--- src/rtl/ep_bank_pkg.sv ---
package ep_bank_pkg;

  localparam int FLAG_N = 4;
  localparam int F_RX   = 0;
  localparam int F_OVF  = 1;
  localparam int F_UNF  = 2;
  localparam int F_CRC  = 3;

  // next bank in ping-pong order; single-bank endpoints stay on bank 0
  function automatic logic bank_step(input logic p, input int nb);
    return (nb == 2) ? ~p : 1'b0;
  endfunction

  // busy-count arithmetic: one possible increment and one possible decrement
  function automatic logic [1:0] count_next(input logic [1:0] c,
                                            input logic inc, input logic dec);
    return c + {1'b0, inc} - {1'b0, dec};
  endfunction

  // byte index advance that stops at the bank size
  function automatic int unsigned sat_inc(input int unsigned v, input int unsigned lim);
    return (v < lim) ? v + 1 : lim;
  endfunction

endpackage

--- src/rtl/ep_bank_store.sv ---
module ep_bank_store #(
  parameter int NB = 2,
  parameter int BB = 8,
  parameter int AW = 3,
  parameter int LW = 4,
  parameter int DW = 8
) (
  input  logic          clk,
  input  logic          rst_n,
  input  logic          clr,
  input  logic          we,
  input  logic          wbank,
  input  logic [AW-1:0] waddr,
  input  logic [DW-1:0] wdata,
  input  logic          lwe,
  input  logic          lbank,
  input  logic [LW-1:0] lval,
  input  logic          abank,
  input  logic [AW-1:0] aaddr,
  output logic [DW-1:0] adata,
  input  logic          bbank,
  input  logic [AW-1:0] baddr,
  output logic [DW-1:0] bdata,
  input  logic          len_bank,
  output logic [LW-1:0] len_val
);
  localparam int DEPTH = NB * BB;
  localparam int IW    = (DEPTH > 1) ? $clog2(DEPTH) : 1;

  logic [DW-1:0] mem   [DEPTH];
  logic [LW-1:0] len_q [NB];

  function automatic logic [IW-1:0] flat(input logic bank, input logic [AW-1:0] a);
    int bi;
    bi = (NB == 1) ? 0 : int'(bank);
    return IW'(bi * BB + int'(a));
  endfunction

  function automatic int bsel(input logic bank);
    return (NB == 1) ? 0 : int'(bank);
  endfunction

  always_ff @(posedge clk) begin
    if (we) mem[flat(wbank, waddr)] <= wdata;
  end

  for (genvar g = 0; g < NB; g++) begin : g_len
    always_ff @(posedge clk or negedge rst_n) begin
      if (!rst_n)                               len_q[g] <= '0;
      else if (clr)                             len_q[g] <= '0;
      else if (lwe && (bsel(lbank) == g))       len_q[g] <= lval;
    end
  end

  assign adata   = mem[flat(abank, aaddr)];
  assign bdata   = mem[flat(bbank, baddr)];
  assign len_val = len_q[bsel(len_bank)];

endmodule

--- src/rtl/ep_bank_track.sv ---
module ep_bank_track #(
  parameter int NB = 2
) (
  input  logic       clk,
  input  logic       rst_n,
  input  logic       clr,
  input  logic       adv_wr,
  input  logic       adv_rd,
  input  logic       back_wr,
  output logic       wp,
  output logic       rp,
  output logic [1:0] cnt,
  output logic       full,
  output logic       empty
);
  import ep_bank_pkg::*;

  localparam logic [1:0] NB_C = 2'(NB);

  logic [1:0] cnt_q;

  if (NB == 2) begin : g_dual
    logic wp_q, rp_q;
    always_ff @(posedge clk or negedge rst_n) begin
      if (!rst_n)               wp_q <= 1'b0;
      else if (clr)             wp_q <= 1'b0;
      else if (adv_wr | back_wr) wp_q <= bank_step(wp_q, NB);
    end
    always_ff @(posedge clk or negedge rst_n) begin
      if (!rst_n)      rp_q <= 1'b0;
      else if (clr)    rp_q <= 1'b0;
      else if (adv_rd) rp_q <= bank_step(rp_q, NB);
    end
    assign wp = wp_q;
    assign rp = rp_q;
  end else begin : g_single
    assign wp = 1'b0;
    assign rp = 1'b0;
  end

  always_ff @(posedge clk or negedge rst_n) begin
    if (!rst_n)   cnt_q <= '0;
    else if (clr) cnt_q <= '0;
    else          cnt_q <= count_next(cnt_q, adv_wr, adv_rd | back_wr);
  end

  assign cnt   = cnt_q;
  assign full  = (cnt_q == NB_C);
  assign empty = (cnt_q == 2'd0);


  cnt_range_chk: assert property (@(posedge clk) disable iff (!rst_n) cnt_q <= NB_C);


  no_fill_full_chk: assert property (@(posedge clk) disable iff (!rst_n) adv_wr |-> !full);


  no_pop_empty_chk: assert property (@(posedge clk) disable iff (!rst_n)
    (adv_rd | back_wr) |-> !empty);


  kill_dec_chk: assert property (@(posedge clk) disable iff (!rst_n)
    (back_wr && !clr && !adv_wr && !adv_rd) |=> cnt_q == $past(cnt_q) - 2'd1);

endmodule

--- src/rtl/ep_status_flags.sv ---
module ep_status_flags #(
  parameter int N = 4
) (
  input  logic         clk,
  input  logic         rst_n,
  input  logic         clear_all,
  input  logic [N-1:0] set_i,
  input  logic [N-1:0] clr_i,
  input  logic [N-1:0] en_i,
  output logic [N-1:0] flag_q,
  output logic         irq
);
  logic [N-1:0] f_q;

  // a new event wins over a clear in the same cycle
  always_ff @(posedge clk or negedge rst_n) begin
    if (!rst_n)         f_q <= '0;
    else if (clear_all) f_q <= '0;
    else                f_q <= (f_q & ~clr_i) | set_i;
  end

  assign flag_q = f_q;
  assign irq    = |(f_q & en_i);


  flag_set_chk: assert property (@(posedge clk) disable iff (!rst_n)
    ((|set_i) && !clear_all) |=> ((f_q & $past(set_i)) == $past(set_i)));


  flag_w1c_chk: assert property (@(posedge clk) disable iff (!rst_n)
    ((|(clr_i & ~set_i & f_q)) && !clear_all) |=> ((f_q & $past(clr_i & ~set_i)) == '0));


  flag_hold_chk: assert property (@(posedge clk) disable iff (!rst_n)
    ((set_i == '0) && (clr_i == '0) && !clear_all) |=> $stable(f_q));

endmodule

--- src/rtl/ep_bank_ctrl.sv ---
module ep_bank_ctrl #(
  parameter int NUM_BANKS  = 2,
  parameter int BANK_BYTES = 8,
  parameter int DATA_W     = 8,
  localparam int AW        = $clog2(BANK_BYTES),
  localparam int LW        = $clog2(BANK_BYTES + 1)
) (
  input  logic              clk,
  input  logic              rst_n,
  input  logic              ep_rst,
  input  logic              cfg_dir_in,
  input  logic              pe_out_start,
  input  logic              pe_out_vld,
  input  logic [DATA_W-1:0] pe_out_byte,
  input  logic              pe_out_end,
  input  logic              pe_out_crc_bad,
  output logic              pe_out_ack,
  output logic              pe_out_drop,
  input  logic              pe_in_req,
  input  logic [AW-1:0]     pe_in_addr,
  output logic [DATA_W-1:0] pe_in_byte,
  output logic [LW-1:0]     pe_in_len,
  output logic              pe_in_avail,
  input  logic              pe_in_done,
  input  logic              cpu_wr_vld,
  input  logic [DATA_W-1:0] cpu_wr_byte,
  input  logic              cpu_commit,
  input  logic              cpu_rd_vld,
  output logic [DATA_W-1:0] cpu_rd_byte,
  output logic [LW-1:0]     cpu_rd_len,
  input  logic              cpu_release,
  output logic              cpu_bank_ok,
  input  logic              cpu_kill_req,
  output logic              cpu_kill_busy,
  output logic [1:0]        busy_banks,
  output logic [3:0]        flag_q,
  input  logic [3:0]        flag_clr,
  input  logic [3:0]        irq_en,
  output logic              irq
);
  import ep_bank_pkg::*;

  localparam logic [LW-1:0] BB_C = LW'(BANK_BYTES);

  // bank tracker view
  logic       wp, rp, full, empty;
  logic [1:0] cnt;

  // sequencing state
  logic          in_pkt, pkt_drop, pkt_ovf;
  logic [LW-1:0] wr_idx, rd_idx;
  logic          kill_q, ack_q, drop_q;
  logic [LW-1:0] cur_len;

  // named internal events
  logic ev_out_begin, ev_out_byte, ev_out_close, ev_store, ev_drop, ev_trunc;
  logic ev_release, ev_cpu_rd, ev_cpu_wr, ev_commit, ev_send, ev_starve;
  logic ev_kill_go, ev_kill_pop, mem_we;
  logic [FLAG_N-1:0] flag_set;

  assign ev_out_begin = ~cfg_dir_in & pe_out_start;
  assign ev_out_byte  = ~cfg_dir_in & in_pkt & ~pkt_drop & pe_out_vld;
  assign ev_out_close = ~cfg_dir_in & in_pkt & pe_out_end;
  assign ev_store     = ev_out_close & ~pkt_drop;
  assign ev_drop      = ev_out_close & pkt_drop;
  assign ev_trunc     = ev_out_byte & (wr_idx == BB_C);
  assign ev_release   = ~cfg_dir_in & cpu_release & ~empty;
  assign ev_cpu_rd    = ~cfg_dir_in & cpu_rd_vld & ~empty & (rd_idx < cur_len);
  assign ev_cpu_wr    = cfg_dir_in & cpu_wr_vld & ~full & (wr_idx < BB_C);
  assign ev_commit    = cfg_dir_in & cpu_commit & ~full;
  assign ev_send      = cfg_dir_in & pe_in_done & ~empty;
  assign ev_starve    = cfg_dir_in & pe_in_req & empty;
  assign ev_kill_go   = kill_q & ~ev_commit & ~ev_send;
  assign ev_kill_pop  = ev_kill_go & ~empty;
  assign mem_we       = (ev_out_byte & (wr_idx < BB_C)) | ev_cpu_wr;

  ep_bank_track #(.NB(NUM_BANKS)) u_track (
    .clk     (clk),
    .rst_n   (rst_n),
    .clr     (ep_rst),
    .adv_wr  (ev_store | ev_commit),
    .adv_rd  (ev_release | ev_send),
    .back_wr (ev_kill_pop),
    .wp      (wp),
    .rp      (rp),
    .cnt     (cnt),
    .full    (full),
    .empty   (empty)
  );

  ep_bank_store #(
    .NB(NUM_BANKS), .BB(BANK_BYTES), .AW(AW), .LW(LW), .DW(DATA_W)
  ) u_store (
    .clk      (clk),
    .rst_n    (rst_n),
    .clr      (ep_rst),
    .we       (mem_we),
    .wbank    (wp),
    .waddr    (wr_idx[AW-1:0]),
    .wdata    (cfg_dir_in ? cpu_wr_byte : pe_out_byte),
    .lwe      (ev_store | ev_commit),
    .lbank    (wp),
    .lval     (wr_idx),
    .abank    (rp),
    .aaddr    (pe_in_addr),
    .adata    (pe_in_byte),
    .bbank    (rp),
    .baddr    (rd_idx[AW-1:0]),
    .bdata    (cpu_rd_byte),
    .len_bank (rp),
    .len_val  (cur_len)
  );

  always_comb begin
    flag_set        = '0;
    flag_set[F_RX]  = ev_store;
    flag_set[F_OVF] = ev_store & pkt_ovf;
    flag_set[F_UNF] = ev_drop | ev_starve;
    flag_set[F_CRC] = ev_store & pe_out_crc_bad;
  end

  ep_status_flags #(.N(FLAG_N)) u_flags (
    .clk       (clk),
    .rst_n     (rst_n),
    .clear_all (ep_rst),
    .set_i     (flag_set),
    .clr_i     (flag_clr),
    .en_i      (irq_en),
    .flag_q    (flag_q),
    .irq       (irq)
  );

  // OUT packet framing: the drop decision is taken once, at the start
  always_ff @(posedge clk or negedge rst_n) begin
    if (!rst_n) begin
      in_pkt   <= 1'b0;
      pkt_drop <= 1'b0;
      pkt_ovf  <= 1'b0;
    end else if (ep_rst) begin
      in_pkt   <= 1'b0;
      pkt_drop <= 1'b0;
      pkt_ovf  <= 1'b0;
    end else if (ev_out_begin) begin
      in_pkt   <= 1'b1;
      pkt_drop <= full;
      pkt_ovf  <= 1'b0;
    end else begin
      if (ev_out_close) in_pkt  <= 1'b0;
      if (ev_trunc)     pkt_ovf <= 1'b1;
    end
  end

  // shared write index: OUT receive or CPU IN fill (direction is static)
  always_ff @(posedge clk or negedge rst_n) begin
    if (!rst_n)                           wr_idx <= '0;
    else if (ep_rst || ev_out_begin)      wr_idx <= '0;
    else if (ev_commit || ev_kill_go)     wr_idx <= '0;
    else if (ev_out_byte || ev_cpu_wr)
      wr_idx <= LW'(sat_inc(int'(wr_idx), BANK_BYTES));
  end

  always_ff @(posedge clk or negedge rst_n) begin
    if (!rst_n)                     rd_idx <= '0;
    else if (ep_rst || ev_release)  rd_idx <= '0;
    else if (ev_cpu_rd)             rd_idx <= rd_idx + 1'b1;
  end

  always_ff @(posedge clk or negedge rst_n) begin
    if (!rst_n)                    kill_q <= 1'b0;
    else if (ep_rst)               kill_q <= 1'b0;
    else if (ev_kill_go)           kill_q <= 1'b0;
    else if (cfg_dir_in && cpu_kill_req) kill_q <= 1'b1;
  end

  always_ff @(posedge clk or negedge rst_n) begin
    if (!rst_n) begin
      ack_q  <= 1'b0;
      drop_q <= 1'b0;
    end else begin
      ack_q  <= ev_store & ~ep_rst;
      drop_q <= ev_drop & ~ep_rst;
    end
  end

  assign pe_out_ack    = ack_q;
  assign pe_out_drop   = drop_q;
  assign pe_in_len     = cur_len;
  assign pe_in_avail   = cfg_dir_in & ~empty;
  assign cpu_rd_len    = cur_len;
  assign cpu_bank_ok   = cfg_dir_in ? ~full : ~empty;
  assign cpu_kill_busy = kill_q;
  assign busy_banks    = cnt;


  ack_drop_excl_chk: assert property (@(posedge clk) disable iff (!rst_n)
    $onehot0({pe_out_ack, pe_out_drop}));


  drop_keeps_count_chk: assert property (@(posedge clk) disable iff (!rst_n)
    (ev_drop && !ep_rst && !ev_release) |=> busy_banks == $past(busy_banks));


  store_len_chk: assert property (@(posedge clk) disable iff (!rst_n)
    ev_store |-> wr_idx <= BB_C);


  kill_origin_chk: assert property (@(posedge clk) disable iff (!rst_n)
    $rose(kill_q) |-> $past(cpu_kill_req && cfg_dir_in));

endmodule

--- config.mk ---
export PLATFORM = sky130hd
export DESIGN_NAME = ep_bank_ctrl
export DESIGN_NICKNAME = d
export VERILOG_FILES = /design/src/rtl/ep_bank_pkg.sv /design/src/rtl/ep_bank_store.sv /design/src/rtl/ep_bank_track.sv /design/src/rtl/ep_status_flags.sv /design/src/rtl/ep_bank_ctrl.sv
export SDC_FILE = /design/constraint.sdc
export NUM_CORES = 1
export LEC_CHECK = 0
export ABC_CLOCK_PERIOD_IN_PS = 5920
export BUFFER_PORTS_ARGS = -buffer_cell sky130_fd_sc_hd__buf_4
export CAP_MARGIN = 20
export CORE_MARGIN = 4
export CORE_UTILIZATION = 30
export DETAILED_ROUTE_END_ITERATION = 6
export PLACE_DENSITY_LB_ADDON = 0.1
export SLEW_MARGIN = 20
export SYNTH_ARGS = -nofsm -noshare
export SYNTH_HDL_FRONTEND = slang
export SYNTH_SLANG_ARGS = --single-unit
--- constraint.sdc ---
create_clock -name clk -period 5.92 [get_ports clk]
set_input_delay 1.184 -clock clk [delete_from_list [all_inputs] [get_ports clk]]
set_output_delay 1.184 -clock clk [all_outputs]
set_load 0.02 [all_outputs]
==> flow_summary.ini <==
[run_status]
status = finished clean

[floorplanning]
io_pins = 78
die_h_um = 170
die-area_um2 = 29000
fp.dieW_um = 170
row_count = 59
start_util_pct = 30.5
core_um2 = 26000

[final_layout]
final_cell_mix = edfxtp_1 (128), buf_4 (80), mux4_2 (48)
diodes = 0
seq_area_um2 = 4600
drive_gt1_share_pct = 32.1
filler_cell_count = 2497
mostFrequentLayoutCell = edfxtp_1
nets = 640
fin_cells = 936
syn_to_final_growth_pct = 18.2
multi_input_area_um2 = 3070

[min_path]
holdPathStages = 2
holdCritPathClass = register to register
hold_start = pkt_ovf

[placed_design]
placement.io_buffers = 77
placedCellCount = 904
dp_hpwl_um = 14100
place_congestion = 0.780

[clock_tree]
cts_max_level = 4
path_clk_slew_ns = 0.06
cts_buffers = 17
root_buffer = clkbuf_16
ctsHoldBuffers = 0
clockBufferDepth = 2
clk_latency_ns = 0.42
cts_sinks = 158
post-cts-setup-buffers = 0
cts_resized = 0
cts_tree = built

[route]
drt_iter0_markers = 318
viasPerCell = 5.21
drcViolationCount = 0
wire_per_inst_um = 23.4
detail_route.first_pass.iterations = 4
vias = 4877
ant_nets = 0
wl_um = 21900

[timing]
setup_viol = 0
slew_headroom_pct = 40.5
period_minus_slack_ns = 4.19
slew_violations = 0
rsz0062_at_grt = false
fin_crit_sh_pct = 70.7
tns_ns = 0
max_freq_ghz = 0.239
fin_skew_ns = 0.00941
finalHoldViolCount = 0
worst_pin_slew_ns = 0.893

[setup_path]
start_kind = input pin
endpoint_kind = output port
cp_common_cell = buf_4
slowest_stage = mux4_2
crit_chain = buf_4 -> mux4_2 -> nor2b_1 -> a211oi_2 -> a21oi_1 -> buf_4
critPathBufInv = 2
reg2reg_depth = 8
crit_cells = 6
path_class = input pin to output port
worstPathRequired_ns = 4.74
crit_arrival_ns = 3.00
cp_slowest_stage_delay_ns = 0.57
crit_family = buffers and inverters
critPathMaxFanout = 32
setup.worst_path.start = pe_in_addr[0]
rr_startpoint = u_track.rp

[synthesis]
syn-num-nets = 576
syn_area_um2 = 7910
synth.ff_latch_count = 158
synth_warnings = 0
seq_area_frac_synth_pct = 58.1
synth_ff_type = edfxtp_1
ys_top_cells_by_area = edfxtp_1 (49%), mux4_2 (14%), dfrtp_1 (9.5%)
async_flop_share_pct = 19.0
synth_cell_type_count = 50
synthCells = 524
synth_top_area_share_pct = 48.6
avgSynthCellArea_um2 = 15.1
synth-edff-count = 128
synth_area_leader_cell = edfxtp_1

[global_routing]
grt_overflow_total = 0
track_usage_pct = 15.5
grt_max_degree = 33
grt_pass1_vias = 5106
antenna_found_initial = 0
grt_pass1_wl_um = 32900

[job]
cap_violations = 0

[pwr]
ir_drop_uv = 153
leakage_uw = 0.00331
p_per_area_nw_per_um2 = 318
cell usage after synthesis (all sizes together), types with 2 or more instances:
cell type / count
dfrtp: 30
a211oi: 9
nand3: 3
nor2: 29
ha: 10
nand2b: 5
a31oi: 3
a221oi: 8
and3: 10
o21ai: 21
clkbuf: 11
buf: 24
and2: 10
xnor2: 5
nor3: 3
mux4: 48
inv: 12
and4bb: 2
edfxtp: 128
a21oi: 30
o21bai: 2
a31o: 4
nor2b: 19
mux2: 18
mux2i: 41
nand2: 17
a22oi: 10
sequential cells by signal, indices dropped and copies added (netlist names), 2 cells and up:
name            flops
u_store.len_q       8
u_track.cnt         2
u_store.mem       128
u_flags.flag_q      4
wr_idx              4
rd_idx              4
cell type report:
cell class	count	area share, %
Clock buffer	18	4.59
Clock inverter	14	2.05
Inverter	12	0.482
Multi-Input combinational cell	319	32.8
Sequential cell	158	49.1
Tap cell	335	4.48
Timing Repair Buffer	80	6.42
path summary, 6_finish.rpt:
kind,to,slack [ns]
max in group asynchronous,rd_idx[0],4.91
worst max register to register,rd_idx[2],2.76
worst max-delay path,pe_in_byte[2],1.73
worst min register to register,u_flags.flag_q[1],0.53
min in group asynchronous,u_track.cnt[0],0.69
worst min-delay path,u_flags.flag_q[1],0.53
cells by family after synthesis:
family / after synthesis / synth area share, %
multiplexers: 107 / 21.5
adder cells (fa/ha/maj): 10 / 1.58
AO/OA/AOI/OAI: 94 / 8.18
buffers and inverters: 47 / 3.21
flip-flops: 158 / 58.1
AND/OR/NAND/NOR: 102 / 6.85
XOR/XNOR: 6 / 0.664
layer usage:
| layer | track usage, % | up-vias | wire length [um] | share of wire (%) |
|---|---|---|---|---|
| li1 | - | 2192 | - | - |
| met1 | 21.0 | 2534 | 9790 | 45 |
| met2 | 25.3 | 137 | 10800 | 49 |
| met3 | 3.51 | 14 | 1010 | 4.6 |
| met4 | 4.13 | 0 | 355 | 1.6 |
| met5 | 0 | - | 0 | 0 |
worst register-to-register path: cells and delay by family, from the launching register on:
kind / cells / cell delay (ns)
AOI/OAI and AO/OA: 5 / 0.93
DFF: 1 / 0.90
buffers and inverters: 1 / 0.50
muxes: 1 / 0.40
adders and majority gates: 1 / 0.33
power breakdown:
part           switching (uW)  total, uW  internal, uW
Combinational             313        532           219
Clock                     453       1160           706
Sequential               44.3       1280          1240
stage by stage:
stage	power (uW)	setup slack (ns)	cell area, um2	utilization, %	hold WS (ns)
2_1_floorplan	1630	2.28	7910	-	0.481
3_3_place_gp	1840	1.71	8730	33.6	0.509
3_5_place_dp	1840	1.69	8730	33.6	0.532
6_report	2970	1.73	9350	36.0	0.532
5_1_grt	3110	1.47	9350	36.0	0.568
4_1_cts	3000	1.66	9350	36.0	0.544
Note: power is estimated with default switching activity, not from simulation.
